$ cat src/rtl/interval_timer.sv
module interval_timer #(
  parameter int CNT_W       = 8,
  parameter int PULSE_TICKS = 16
) (
  input  logic             clk,
  input  logic             rst_n,
  input  logic             run_en,
  input  logic             repeat_mode,
  input  logic             irq_en,
  input  logic [1:0]       src_sel,
  input  logic [CNT_W-1:0] preset,
  input  logic             flag_clr,
  input  logic             tick_4k,
  input  logic             tick_64,
  input  logic             tick_sec,
  input  logic             tick_min,
  output logic [CNT_W-1:0] count,
  output logic             flag,
  output logic             irq_pull
);
  localparam int PW = $clog2(PULSE_TICKS + 1);

  logic          sel_tick;
  logic          evt;
  logic [PW-1:0] pulse_cnt;

  always_comb begin
    case (src_sel)
      2'd0:    sel_tick = tick_4k;
      2'd1:    sel_tick = tick_64;
      2'd2:    sel_tick = tick_sec;
      default: sel_tick = tick_min;
    endcase
  end

  assign evt = run_en & sel_tick & (count == CNT_W'(1));

  always_ff @(posedge clk or negedge rst_n) begin
    if (!rst_n)
      count <= '0;
    else if (!run_en)
      count <= preset;
    else if (sel_tick && count != '0)
      count <= (count == CNT_W'(1) && repeat_mode) ? preset : count - CNT_W'(1);
  end

  always_ff @(posedge clk or negedge rst_n) begin
    if (!rst_n)
      flag <= 1'b0;
    else if (evt)
      flag <= 1'b1;
    else if (flag_clr)
      flag <= 1'b0;
  end

  always_ff @(posedge clk or negedge rst_n) begin
    if (!rst_n)
      pulse_cnt <= '0;
    else if (evt && repeat_mode)
      pulse_cnt <= PW'(PULSE_TICKS);
    else if (tick_4k && pulse_cnt != '0)
      pulse_cnt <= pulse_cnt - PW'(1);
  end

  assign irq_pull = irq_en & (repeat_mode ? (pulse_cnt != '0) : flag);

  a_r2_hold_preset: assert property (@(posedge clk) disable iff (!rst_n)
    !run_en |=> count == $past(preset));

  a_r3_event_sets_flag: assert property (@(posedge clk) disable iff (!rst_n)
    (run_en && sel_tick && count == CNT_W'(1)) |=> flag);

  a_r4_reload_on_zero: assert property (@(posedge clk) disable iff (!rst_n)
    (run_en && sel_tick && count == CNT_W'(1) && repeat_mode) |=> count == $past(preset));

  a_r5_zero_holds: assert property (@(posedge clk) disable iff (!rst_n)
    (run_en && count == '0) |=> count == '0);

  a_r10_no_spurious_set: assert property (@(posedge clk) disable iff (!rst_n)
    (!flag && !(run_en && sel_tick && count == CNT_W'(1))) |=> !flag);
endmodule

$ cat config.mk
export PLATFORM = sky130hd
export DESIGN_NAME = interval_timer
export DESIGN_NICKNAME = d
export VERILOG_FILES = /design/src/rtl/interval_timer.sv
export SDC_FILE = /design/constraint.sdc
export NUM_CORES = 1
export LEC_CHECK = 0
export BUFFER_PORTS_ARGS = -buffer_cell sky130_fd_sc_hd__buf_2
export CAP_MARGIN = 25
export CORE_MARGIN = 10
export CORE_UTILIZATION = 43
export DETAILED_ROUTE_END_ITERATION = 8
export MAX_ROUTING_LAYER = met4
export PLACE_DENSITY_LB_ADDON = 0.08
export SLEW_MARGIN = 20
export SYNTH_ARGS = -nofsm -noshare
export SYNTH_HDL_FRONTEND = slang
export SYNTH_SLANG_ARGS = --single-unit
$ cat constraint.sdc
create_clock -name clk -period 2.6 [get_ports clk]
set_clock_uncertainty 0.05 [all_clocks]
set_input_delay 0.39 -clock clk [delete_from_list [all_inputs] [get_ports clk]]
set_output_delay 0.39 -clock clk [all_outputs]
set_load 0.005 [all_outputs]
After elaboration in Yosys (flattened, before gate mapping)
Cells that the tools add are included.
Word-level totals
  flip-flop bits (word level): 14
  input port bits: 20
Cells by class
  reduce and logical (&&, ||, !) cells: 9
  add/subtract/negate cells: 2
  bitwise logic cells: 3
  equal/unequal tests: 4
  mux-type cells: 9
Operators by type and width (count)
  $mux 8: 3
  $mux 5: 2
  $eq 8x1->1 const B: 1
  $reduce_bool 8->1: 1
  $sub 8x1->8 const B: 1
  $reduce_bool 5->1: 1
  $sub 5x1->5 const B: 1
  $logic_and 1x1->1: 4
  $reduce_bool 2->1: 2
  $and 1x1->1: 3
  $mux 1: 3
  $pmux 1 s3: 1
  $eq 2x1->1 const B: 1
  $eq 2x2->1 const B: 1
  $logic_not 2->1: 1
  $ne 2x1->1 const B: 1

Logic depth before layout (Yosys ltp)
Gate-level depths: netlist of run 1.
  word-level depth: 6
  mapped depth: 7
  mapped depth without buffers: 6

Worst setup path after synthesis of run 1
Ideal clock, no wire load.
  path type: reg2reg
  from: reg count[0]
  to: reg count[1]
  setup time: 0.121 ns
  data arrival time: 1.926 ns
  data required time: 2.429 ns
  buffers on the path: 1
  cell stages (with the launch flop): 8
  setup slack: 0.503 ns
  path through: dfrtp_1 inv_1 ha_1 or3b_2 buf_2 o21a_2 mux2_4 a22o_1
On the way
  cells in the longest elaborated chain, start to end: 5
  elaborated cells on any way between the ends: 9
  classes of those cells: add/sub: 1; eq/ne: 2; mux: 3; reduce/logical: 3
Ends and longest elaborated chain
  start: declaration: RTL line 17  | output logic [CNT_W-1:0] count,
  start signal: assignment: RTL line 42  | count <= preset;
  start signal: assignment: RTL line 44  | count <= (count == CNT_W'(1) && repeat_mode) ? preset : count - CNT_W'(1);
  branches (longest 5 deep; another with $sub 8x1->8)
Parallel ways; which one is timed is not known. The select of a mux whose other input is x is not followed.
A chain may end at the register's enable or synchronous reset.

Final worst setup path of run 1
  from: reg pulse_cnt[0]
  to: out irq_pull
On the way
  cells in the longest elaborated chain, start to end: 3
Ends and longest elaborated chain
  start: declaration: RTL line 25  | logic [PW-1:0] pulse_cnt;
  start signal: assignment: RTL line 60  | pulse_cnt <= PW'(PULSE_TICKS);
  start signal: assignment: RTL line 62  | pulse_cnt <= pulse_cnt - PW'(1);
  $reduce_bool 5->1: RTL line 65  | assign irq_pull = irq_en & (repeat_mode ? (pulse_cnt != '0) : flag);
  $mux 1: RTL line 65
  $and 1x1->1: RTL line 65
  end: declaration: RTL line 19  | output logic irq_pull
Every way passes these cells.

==> results of run 1 <==
-- power by group --
part / internal [W] / switching, W / total (W) / leakage (nW)
clock: 0.0000853 / 0.0000771 / 0.000162 / 0.0210
sequential: 0.000266 / 0.0000523 / 0.000318 / 0.168
combinational: 0.000116 / 0.000118 / 0.000235 / 0.344
total: 0.000468 / 0.000248 / 0.000715 / 0.532
-- placed cells by master (no fill, tap or decap), types with 2 or more instances in the layout --
cell type and count:
a21boi_0 2, ha_1 3, a21o_1 2, a21oi_1 3, dfrtp_1 14, xor2_1 2
inv_1 9, nor4bb_1 2, a211o_1 2, nand2_1 4, a32oi_1 2, nand3_1 10
a211oi_1 2, nor2b_1 2, o21ai_0 2, o31ai_1 2, clkbuf_4 3, nor2_1 7
nor3_1 3, buf_2 29
-- stage by stage --
stage / power, W / utilization
2_1_floorplan: 0.0004777 / -
3_3_place_gp: 0.0005541 / 0.5196
3_5_place_dp: 0.0005572 / 0.5196
4_1_cts: 0.0007198 / 0.5409
5_1_grt: 0.0007757 / 0.5409
6_report: 0.0007153 / 0.5409
-- flip-flops by register name (all words and copies together) (netlist names) --
name,cells
flag,1
pulse_cnt,5
count,8
-- worst paths after layout --
kind / start / to / cells after the start
hold / removal: flag_clr / flag / 2
max in group asynchronous: rst_n / count[0] / 2
min in group asynchronous: rst_n / pulse_cnt[2] / 2
hold reg to reg: pulse_cnt[4] / pulse_cnt[4] / 1
setup reg to reg: count[0] / count[6] / 6
setup / recovery: pulse_cnt[0] / irq_pull / 6
-- kinds of logic after synthesis --
group,Yosys count
mux,3
buf+inv,11
fa+ha+maj,3
compound gates,27
xor+xnor,3
flops,14
simple gates,39
-- cell type report --
cell class / instances / area share
clock buffers: 4 / 0.03092
repair buffers: 30 / 0.1322
inverters: 9 / 0.02878
well taps: 28 / 0.02985
multi-input cells: 75 / 0.4797
flip-flops and latches: 14 / 0.2985
-- repair_timing --
action	CTS	global route
hold buffers	1	0
hold endpoints to repair	14	0
endpoints found under the setup margin	0	0
-- layer usage --
metal	vias up	wire length, um
met5	-	0
met4	0	41
met3	5	154
met2	23	1218
met1	421	1143
li1	445	-
==> results.yml, run 1 <==
route:
  wire_per_inst_um: 15.99
  via_count: 894
  drt_first_iter_violations: 29
  drc: 0
  avgViaCountPerCell: 5.588
  firstDrtPassIters: 4
  finalWirelength_um: 2558
  route.antenna.remaining_nets: 0
final_layout:
  ff_latch_area_um2: 350.3
  design_area_um2: 1174
  design.final.nets: 156
  multi_input_area_um2: 563.0
  n_antenna_cell: 0
  area_delta_synth_final_pct: 22.78
  count_of_fill_cells_added_during_filler_insertion: 232
  drive_above_1_share: 0.3182
  final_cell_count_no_fill: 160
power_and_ir_drop:
  worst_ir_drop_vdd_v: 0.0003427
  power_density_nw_per_um2: 609.5
  cellLeakagePower_nw: 0.5323
global_routing:
  grt_pass1_wl_um: 4291
  grt.met2_usage: 0.1919
  global_route.usage.met1: 0.1514
  grt_start_max_net_pins: 16
  antenna_found_initial: 0
  grt.total_usage: 0.1255
  top_usage_layer: "met2"
  sum_of_overflow_across_all_layers_after_global_routing: 0
  number_of_global_route_vias_before_repair: 929
  global_route_met3_utilization: 0.03140
synth:
  synth_most_common_cell: "dfrtp_1"
  synth_seq_area_share: 0.3665
  synth-simple-area-share: 0.2487
  async_reset_ff_frac: 1.000
  yosys_register_bits: 14
  netlist.top_cell.by_area: "dfrtp_1"
  synth_cell_types: 45
  synth_top_family_by_area: "simple AND/OR/NAND/NOR gates"
  synth_fa_ha_area_frac: 0.03927
  synth_area_per_cell_um2: 9.559
  synth.top_cell.area_share: 0.3665
  main_area_contributors_after_synthesis: "dfrtp_1 37%, nand3_1 5.2%, ha_1 3.9%"
  synth_xor_area_frac: 0.02749
  synth.top_cells.by_count: "14 x dfrtp_1, 10 x nand3_1, 9 x inv_1"
  synth-compound-area-share: 0.2238
  synth-edff-count: 0
  synth.cell_area_um2: 955.9
  synth.area.mux_share: 0.04974
  yosysWarningCount: 0
  synth-main-ff-cell: "dfrtp_1"
  synth_fp_nets: 123
  netlist_instances: 100
worst_setup_path:
  timing.reg2reg.setup_slack_ns: 0.39
  arrival_ns: 1.98
  crit_path_max_fanout: 5
  critical_path_buf_inv_count: 2
  crit_slowest_cell: "or4b_2"
  start_kind: "flip-flop"
  critPathCaptureType: "output port"
  worst-endpoint-required_ns: 2.16
  critical_path.max_stage_delay_ns: 0.67
  worstPathCellList: "inv_1 > ha_1 > or4b_2 > mux2i_1 > nor2b_1 > buf_2"
  cpLargestDelayFamily: "simple AND/OR/NAND/NOR gates"
  criticalPathCategory: "reg2out"
clock_tree:
  tritoncts.num_buffers: 3
  cts_max_level: 1
  clock-root-buffer: "clkbuf_4"
  tritoncts_clock_tree: "done"
  ctsLongestPathBuffers: 2
  cts.sink_count: 14
  clock_insertion_delay_worst_skew_ns: 0.29
  cts.clk_slew.worst_paths_ns: 0.09
  post_cts_resize_count: 0
  post_cts.repair.setup_buffers: 0
timing:
  fin_ws_ns: 0.1758
  final-hold-violation-count: 0
  rsz0062_at_grt: "no"
  slew-limit-headroom: 0.6603
  setup-violations-final: 0
  timing_worst_slew_pin_value_ns: 0.5027
  fin_setup_tns_ns: 0
  finalHoldWorstSlack_ns: 0.2342
  final.period_utilization: 0.9324
  achievable-frequency_ghz: 0.4125
  fin_crit_ns: 2.424
  number_of_max_slew_violations_in_the_final_report: 0
placement:
  place_ws_ns: 0.4247
  place.detailed.hpwl_um: 1985
  dpl-instance-area_um2: 1127
  buffer_ports.inserted: 29
  gpl.final_weighted_congestion: 0.9090
  post-place-cells: 155
floorplanning:
  fp.dieW_um: 67.15
  vertical_die_dimension_um: 67.15
  fp.coreArea_um2: 2170
  initial_utilization: 0.4406
  die_area_um2: 4509
  std_cell_rows: 17
  floorplan.io_pins: 30
job:
  maxCapViolations: 0
status:
  run_status: "complete, no violations"
hold_path:
  hold_path.class: "in2reg"
(Power assumes the default switching activity.)
==> run 2: changes to the inputs <==
--- a/config.mk
+++ b/config.mk
@@ -8,10 +8,11 @@
 export BUFFER_PORTS_ARGS = -buffer_cell sky130_fd_sc_hd__buf_2
 export CAP_MARGIN = 25
 export CORE_MARGIN = 10
-export CORE_UTILIZATION = 43
+export CORE_UTILIZATION = 30
 export DETAILED_ROUTE_END_ITERATION = 8
 export MAX_ROUTING_LAYER = met4
 export PLACE_DENSITY_LB_ADDON = 0.08
+export RECOVER_POWER = 50
 export SLEW_MARGIN = 20
 export SYNTH_ARGS = -nofsm -noshare
 export SYNTH_HDL_FRONTEND = slang
==> results.yml, run 2 (same netlist as run 1, synthesis figures left out) <==
status:
  run_status: "complete, no violations"
route:
  via_count: 884
  drt_first_iter_violations: 29
  firstDrtPassIters: 4
  avgViaCountPerCell: 5.051
  route.antenna.remaining_nets: 0
  drc: 0
  wire_per_inst_um: 15.71
  finalWirelength_um: 2750
worst_setup_path:
  timing.reg2reg.setup_slack_ns: 0.36
  criticalPathCategory: "reg2out"
  arrival_ns: 1.99
  critPathCaptureType: "output port"
  crit_path_max_fanout: 5
  start_kind: "flip-flop"
  worst-endpoint-required_ns: 2.16
timing:
  fin_ws_ns: 0.1716
  finalHoldWorstSlack_ns: 0.2197
  fin_crit_ns: 2.428
  fin_setup_tns_ns: 0
  timing_worst_slew_pin_value_ns: 0.8140
  achievable-frequency_ghz: 0.4118
  slew-limit-headroom: 0.4573
  final.period_utilization: 0.9340
  number_of_max_slew_violations_in_the_final_report: 0
  rsz0062_at_grt: "no"
  final-hold-violation-count: 0
  setup-violations-final: 0
floorplanning:
  initial_utilization: 0.3131
  fp.coreArea_um2: 3053
  vertical_die_dimension_um: 76.45
  floorplan.io_pins: 30
  std_cell_rows: 20
  die_area_um2: 5845
  fp.dieW_um: 76.45
final_layout:
  most_frequent_standard_cell_in_the_layout_excluding_fill_and_tap_cells: "buf_2"
  largest_registers: "count x8, pulse_cnt x5, flag x1"
  layout_common_cells: "24 x buf_2, 14 x dfrtp_1, 10 x nand3_1, 9 x inv_1, 7 x nor2_1"
  n_antenna_cell: 0
  design.final.nets: 156
  area_delta_synth_final_pct: 22.78
  final_util: 0.3844
  largest_reg_by_ff_count: "count"
  largest_register_ff_count: 8
  drive_above_1_share: 0.2748
hold_path:
  hold_path.class: "in2reg"
placement:
  place.detailed.hpwl_um: 2165
  gpl.final_weighted_congestion: 0.8311
  place_ws_ns: 0.3843
  buffer_ports.inserted: 29
global_routing:
  grt_start_max_net_pins: 16
  sum_of_overflow_across_all_layers_after_global_routing: 0
  grt_pass1_wl_um: 4843
  number_of_global_route_vias_before_repair: 1004
  antenna_found_initial: 0
  grt.total_usage: 0.1011
clock_tree:
  cts.sink_count: 14
  clock-root-buffer: "clkbuf_4"
  postCtsHoldBufs: 1
  post_cts.repair.setup_buffers: 0
  post_cts_resize_count: 0
  ctsLongestPathBuffers: 2
  cts_max_level: 1
  clock_insertion_delay_worst_skew_ns: 0.29
  cts.clk_slew.worst_paths_ns: 0.09
  tritoncts.num_buffers: 3
  tritoncts_clock_tree: "done"
job:
  maxCapViolations: 0
power_and_ir_drop:
  total_power_w: 0.0006825
  switching_share: 0.3646
  clock_power_share: 0.192
  cellLeakagePower_nw: 0.5093
  share_comb_of_total_power: 0.342
  power_frac_seq: 0.466
  p_switching_w: 0.0002488
  p_int_w: 0.0004336
  power_density_nw_per_um2: 581.5
  worst_ir_drop_vdd_v: 0.0002418
## run 2: cell types whose count changed in the layout (fill, tap and decap cells not counted)
cell,delta
buf_2,-5
clkbuf_8,-1
clkbuf_1,+5
## run 2: area by class of cell
type	count	area [um^2]
inverter	9	33.78
multi-input combinational	75	563.0
clock buffer	3	22.52
tap	44	55.05
timing repair buffer	30	148.9
fill	333	1879
sequential	14	350.3
## run 2: final timing paths
path,from,to,cells past startpoint
worst min-delay path,flag_clr,flag,2
worst min register to register,pulse_cnt[4],pulse_cnt[4],1
worst max-delay path,pulse_cnt[0],irq_pull,6
max in group asynchronous,rst_n,count[2],2
worst max register to register,count[0],count[6],6
min in group asynchronous,rst_n,count[3],2
## run 2: per-stage QoR
step	area, um^2	cells
6_report	1174	175
2_1_floorplan	955.9	100
3_3_place_gp	1147	171
4_1_cts	1180	175
3_5_place_dp	1147	171
5_1_grt	1174	175
## run 2: layer usage
metal	track usage	share of wire	up-vias
li1	-	-	444
met4	0.03160	0.0091	0
met5	-	0	-
met2	0.1497	0.45	22
met1	0.1321	0.50	414
met3	0.02358	0.040	4
## run 2: power by group through the flow
stage          Combinational (W)  Sequential [W]  Clock (W)
6_report                0.000234        0.000318   0.000131
5_1_grt                 0.000272        0.000326   0.000147
4_1_cts                 0.000238        0.000318   0.000136
3_5_place_dp            0.000235        0.000324          0
3_3_place_gp            0.000233        0.000323          0
2_1_floorplan           0.000166        0.000312          0
## run 2: worst max-delay path, cell delays in order, from the launching register on
cell     delay, ns
dfrtp_1       0.39
inv_1         0.09
ha_1          0.20
or4b_2        0.68
mux2i_1       0.17
nor2b_1       0.06
buf_2         0.12
==> run 3: changes to the inputs <==
==> constraint.sdc (replaced) <==
create_clock -name clk -period 2.5 [get_ports clk]
set_clock_uncertainty 0.05 [all_clocks]
set_input_delay 0.375 -clock clk [delete_from_list [all_inputs] [get_ports clk]]
set_output_delay 0.375 -clock clk [all_outputs]
set_load 0.005 [all_outputs]
==> results.yml, run 3 (same netlist as run 1, synthesis figures left out) <==
status:
  run_status: "complete, no violations"
floorplanning:
  fp.coreArea_um2: 3053
  initial_utilization: 0.3131
  fp.dieW_um: 76.45
  std_cell_rows: 20
  vertical_die_dimension_um: 76.45
  floorplan.io_pins: 30
  die_area_um2: 5845
final_layout:
  n_antenna_cell: 0
  largest_register_ff_count: 8
  design_area_um2: 1190
  largest_registers: "count x8, pulse_cnt x5, flag x1"
  most_frequent_standard_cell_in_the_layout_excluding_fill_and_tap_cells: "buf_2"
  layout_common_cells: "23 x buf_2, 14 x dfrtp_1, 10 x nand3_1, 9 x inv_1, 7 x nor2_1"
  final_cell_count_no_fill: 176
  area_delta_synth_final_pct: 24.48
  largest_reg_by_ff_count: "count"
  design.final.nets: 156
  drive_above_1_share: 0.2727
  count_of_fill_cells_added_during_filler_insertion: 323
power_and_ir_drop:
  power_frac_seq: 0.445
  total_power_w: 0.0007513
  clock_power_share: 0.232
  power_density_nw_per_um2: 631.4
  worst_ir_drop_vdd_v: 0.0002193
  switching_share: 0.3545
  share_comb_of_total_power: 0.324
  cellLeakagePower_nw: 0.5157
  p_switching_w: 0.0002663
  p_int_w: 0.0004850
clock_tree:
  post_cts.repair.setup_buffers: 0
  ctsLongestPathBuffers: 2
  cts.clk_slew.worst_paths_ns: 0.10
  cts.sink_count: 14
  cts_max_level: 1
  clock-root-buffer: "clkbuf_4"
  tritoncts_clock_tree: "done"
  clock_insertion_delay_worst_skew_ns: 0.29
  tritoncts.num_buffers: 3
worst_setup_path:
  setup.worst_path.end: "irq_pull"
  arrival_ns: 1.81
  critical_path.max_stage_delay_ns: 0.51
  rr_worst_depth: 6
  worstPathCellList: "inv_1 > ha_1 > or4b_4 > mux2i_1 > nor2b_1 > buf_2"
  criticalPathCategory: "reg2out"
  critPathCaptureType: "output port"
  worst_r2r_startpoint: "count[0]"
  worst-endpoint-required_ns: 2.08
  crit_slowest_cell: "or4b_4"
  crit_path_max_fanout: 5
  timing.reg2reg.setup_slack_ns: 0.28
  start_kind: "flip-flop"
  timing.critical_path.from: "pulse_cnt[0]"
  regToRegEndpoint: "count[6]"
placement:
  place.detailed.hpwl_um: 2126
  post-place-cells: 171
  dpl-instance-area_um2: 1147
  buffer_ports.inserted: 29
  gpl.final_weighted_congestion: 0.8033
global_routing:
  number_of_global_route_vias_before_repair: 956
  antenna_found_initial: 0
  grt.total_usage: 0.09847
  sum_of_overflow_across_all_layers_after_global_routing: 0
  grt_start_max_net_pins: 16
  grt_pass1_wl_um: 4740
timing:
  achievable-frequency_ghz: 0.4483
  fin_setup_tns_ns: 0
  rsz0062_at_grt: "no"
  timing_worst_slew_pin_value_ns: 0.8085
  final-hold-violation-count: 0
  number_of_max_slew_violations_in_the_final_report: 0
  final.period_utilization: 0.8922
  slew-limit-headroom: 0.4610
  finalHoldWorstSlack_ns: 0.2074
  setup-violations-final: 0
  fin_crit_ns: 2.230
route:
  wire_per_inst_um: 15.43
  avgViaCountPerCell: 5.182
  route.antenna.remaining_nets: 0
  firstDrtPassIters: 4
  finalWirelength_um: 2716
  via_count: 912
  drc: 0
  drt_first_iter_violations: 62
hold_path:
  hold_path.startpoint: "flag_clr"
  hold_path.class: "in2reg"
job:
  maxCapViolations: 0
[run 3: cell count changes in the layout (fill, tap and decap cells not counted), sizes merged]
cell and change:
clkbuf +2, buf -1
[run 3: worst max-delay path: cells and delay by family (launching register included)]
family / cells / cell delay [ns]
simple gates: 2 / 0.57
buf+inv: 2 / 0.21
fa+ha+maj: 1 / 0.19
flops: 1 / 0.39
mux: 1 / 0.16
[run 3: layer usage]
metal,track usage,part of all wire
met1,0.1182,0.47
met2,0.1531,0.47
met3,0.02594,0.047
met4,0.03903,0.011
met5,-,0
[run 3: stage by stage]
step,worst slack (ns),utilization
floorplan,0.4031,-
global placement,0.3532,0.3758
detailed placement,0.3269,0.3758
CTS,0.07842,0.3910
global route,0.1518,0.3898
finish,0.2695,0.3898
[run 3: how the worst min path moves through the flow]
stage,end,depth (start not counted)
global placement,pulse_cnt[3],1
detailed placement,pulse_cnt[3],1
finish,flag,2
floorplan,count[0],0
global route,flag,2
CTS,flag,2
[run 3: area by class of cell]
class	instances	area (um^2)	share of cell area
Tap cell	44	55.05	0.04627
Multi-Input combinational cell	75	566.8	0.4763
Inverter	9	33.78	0.02839
Timing Repair Buffer	30	147.6	0.1241
Sequential cell	14	350.3	0.2944
Clock buffer	4	36.28	0.03049
[run 3: repair_timing]
action / in CTS / in global routing
hold buffers: 1 / 0
endpoints found under the setup margin: 0 / 1
endpoints found under the hold margin: 14 / 0
resized for setup: 0 / 1
[run 3: power groups by stage]
| stage | clock network [W] | logic (W) | registers (W) |
|---|---|---|---|
| floorplan | 0 | 0.000172 | 0.000324 |
| global placement | 0 | 0.000243 | 0.000336 |
| detailed placement | 0 | 0.000243 | 0.000336 |
| CTS | 0.000178 | 0.000247 | 0.000332 |
| global route | 0.000187 | 0.000279 | 0.000341 |
| finish | 0.000174 | 0.000243 | 0.000334 |
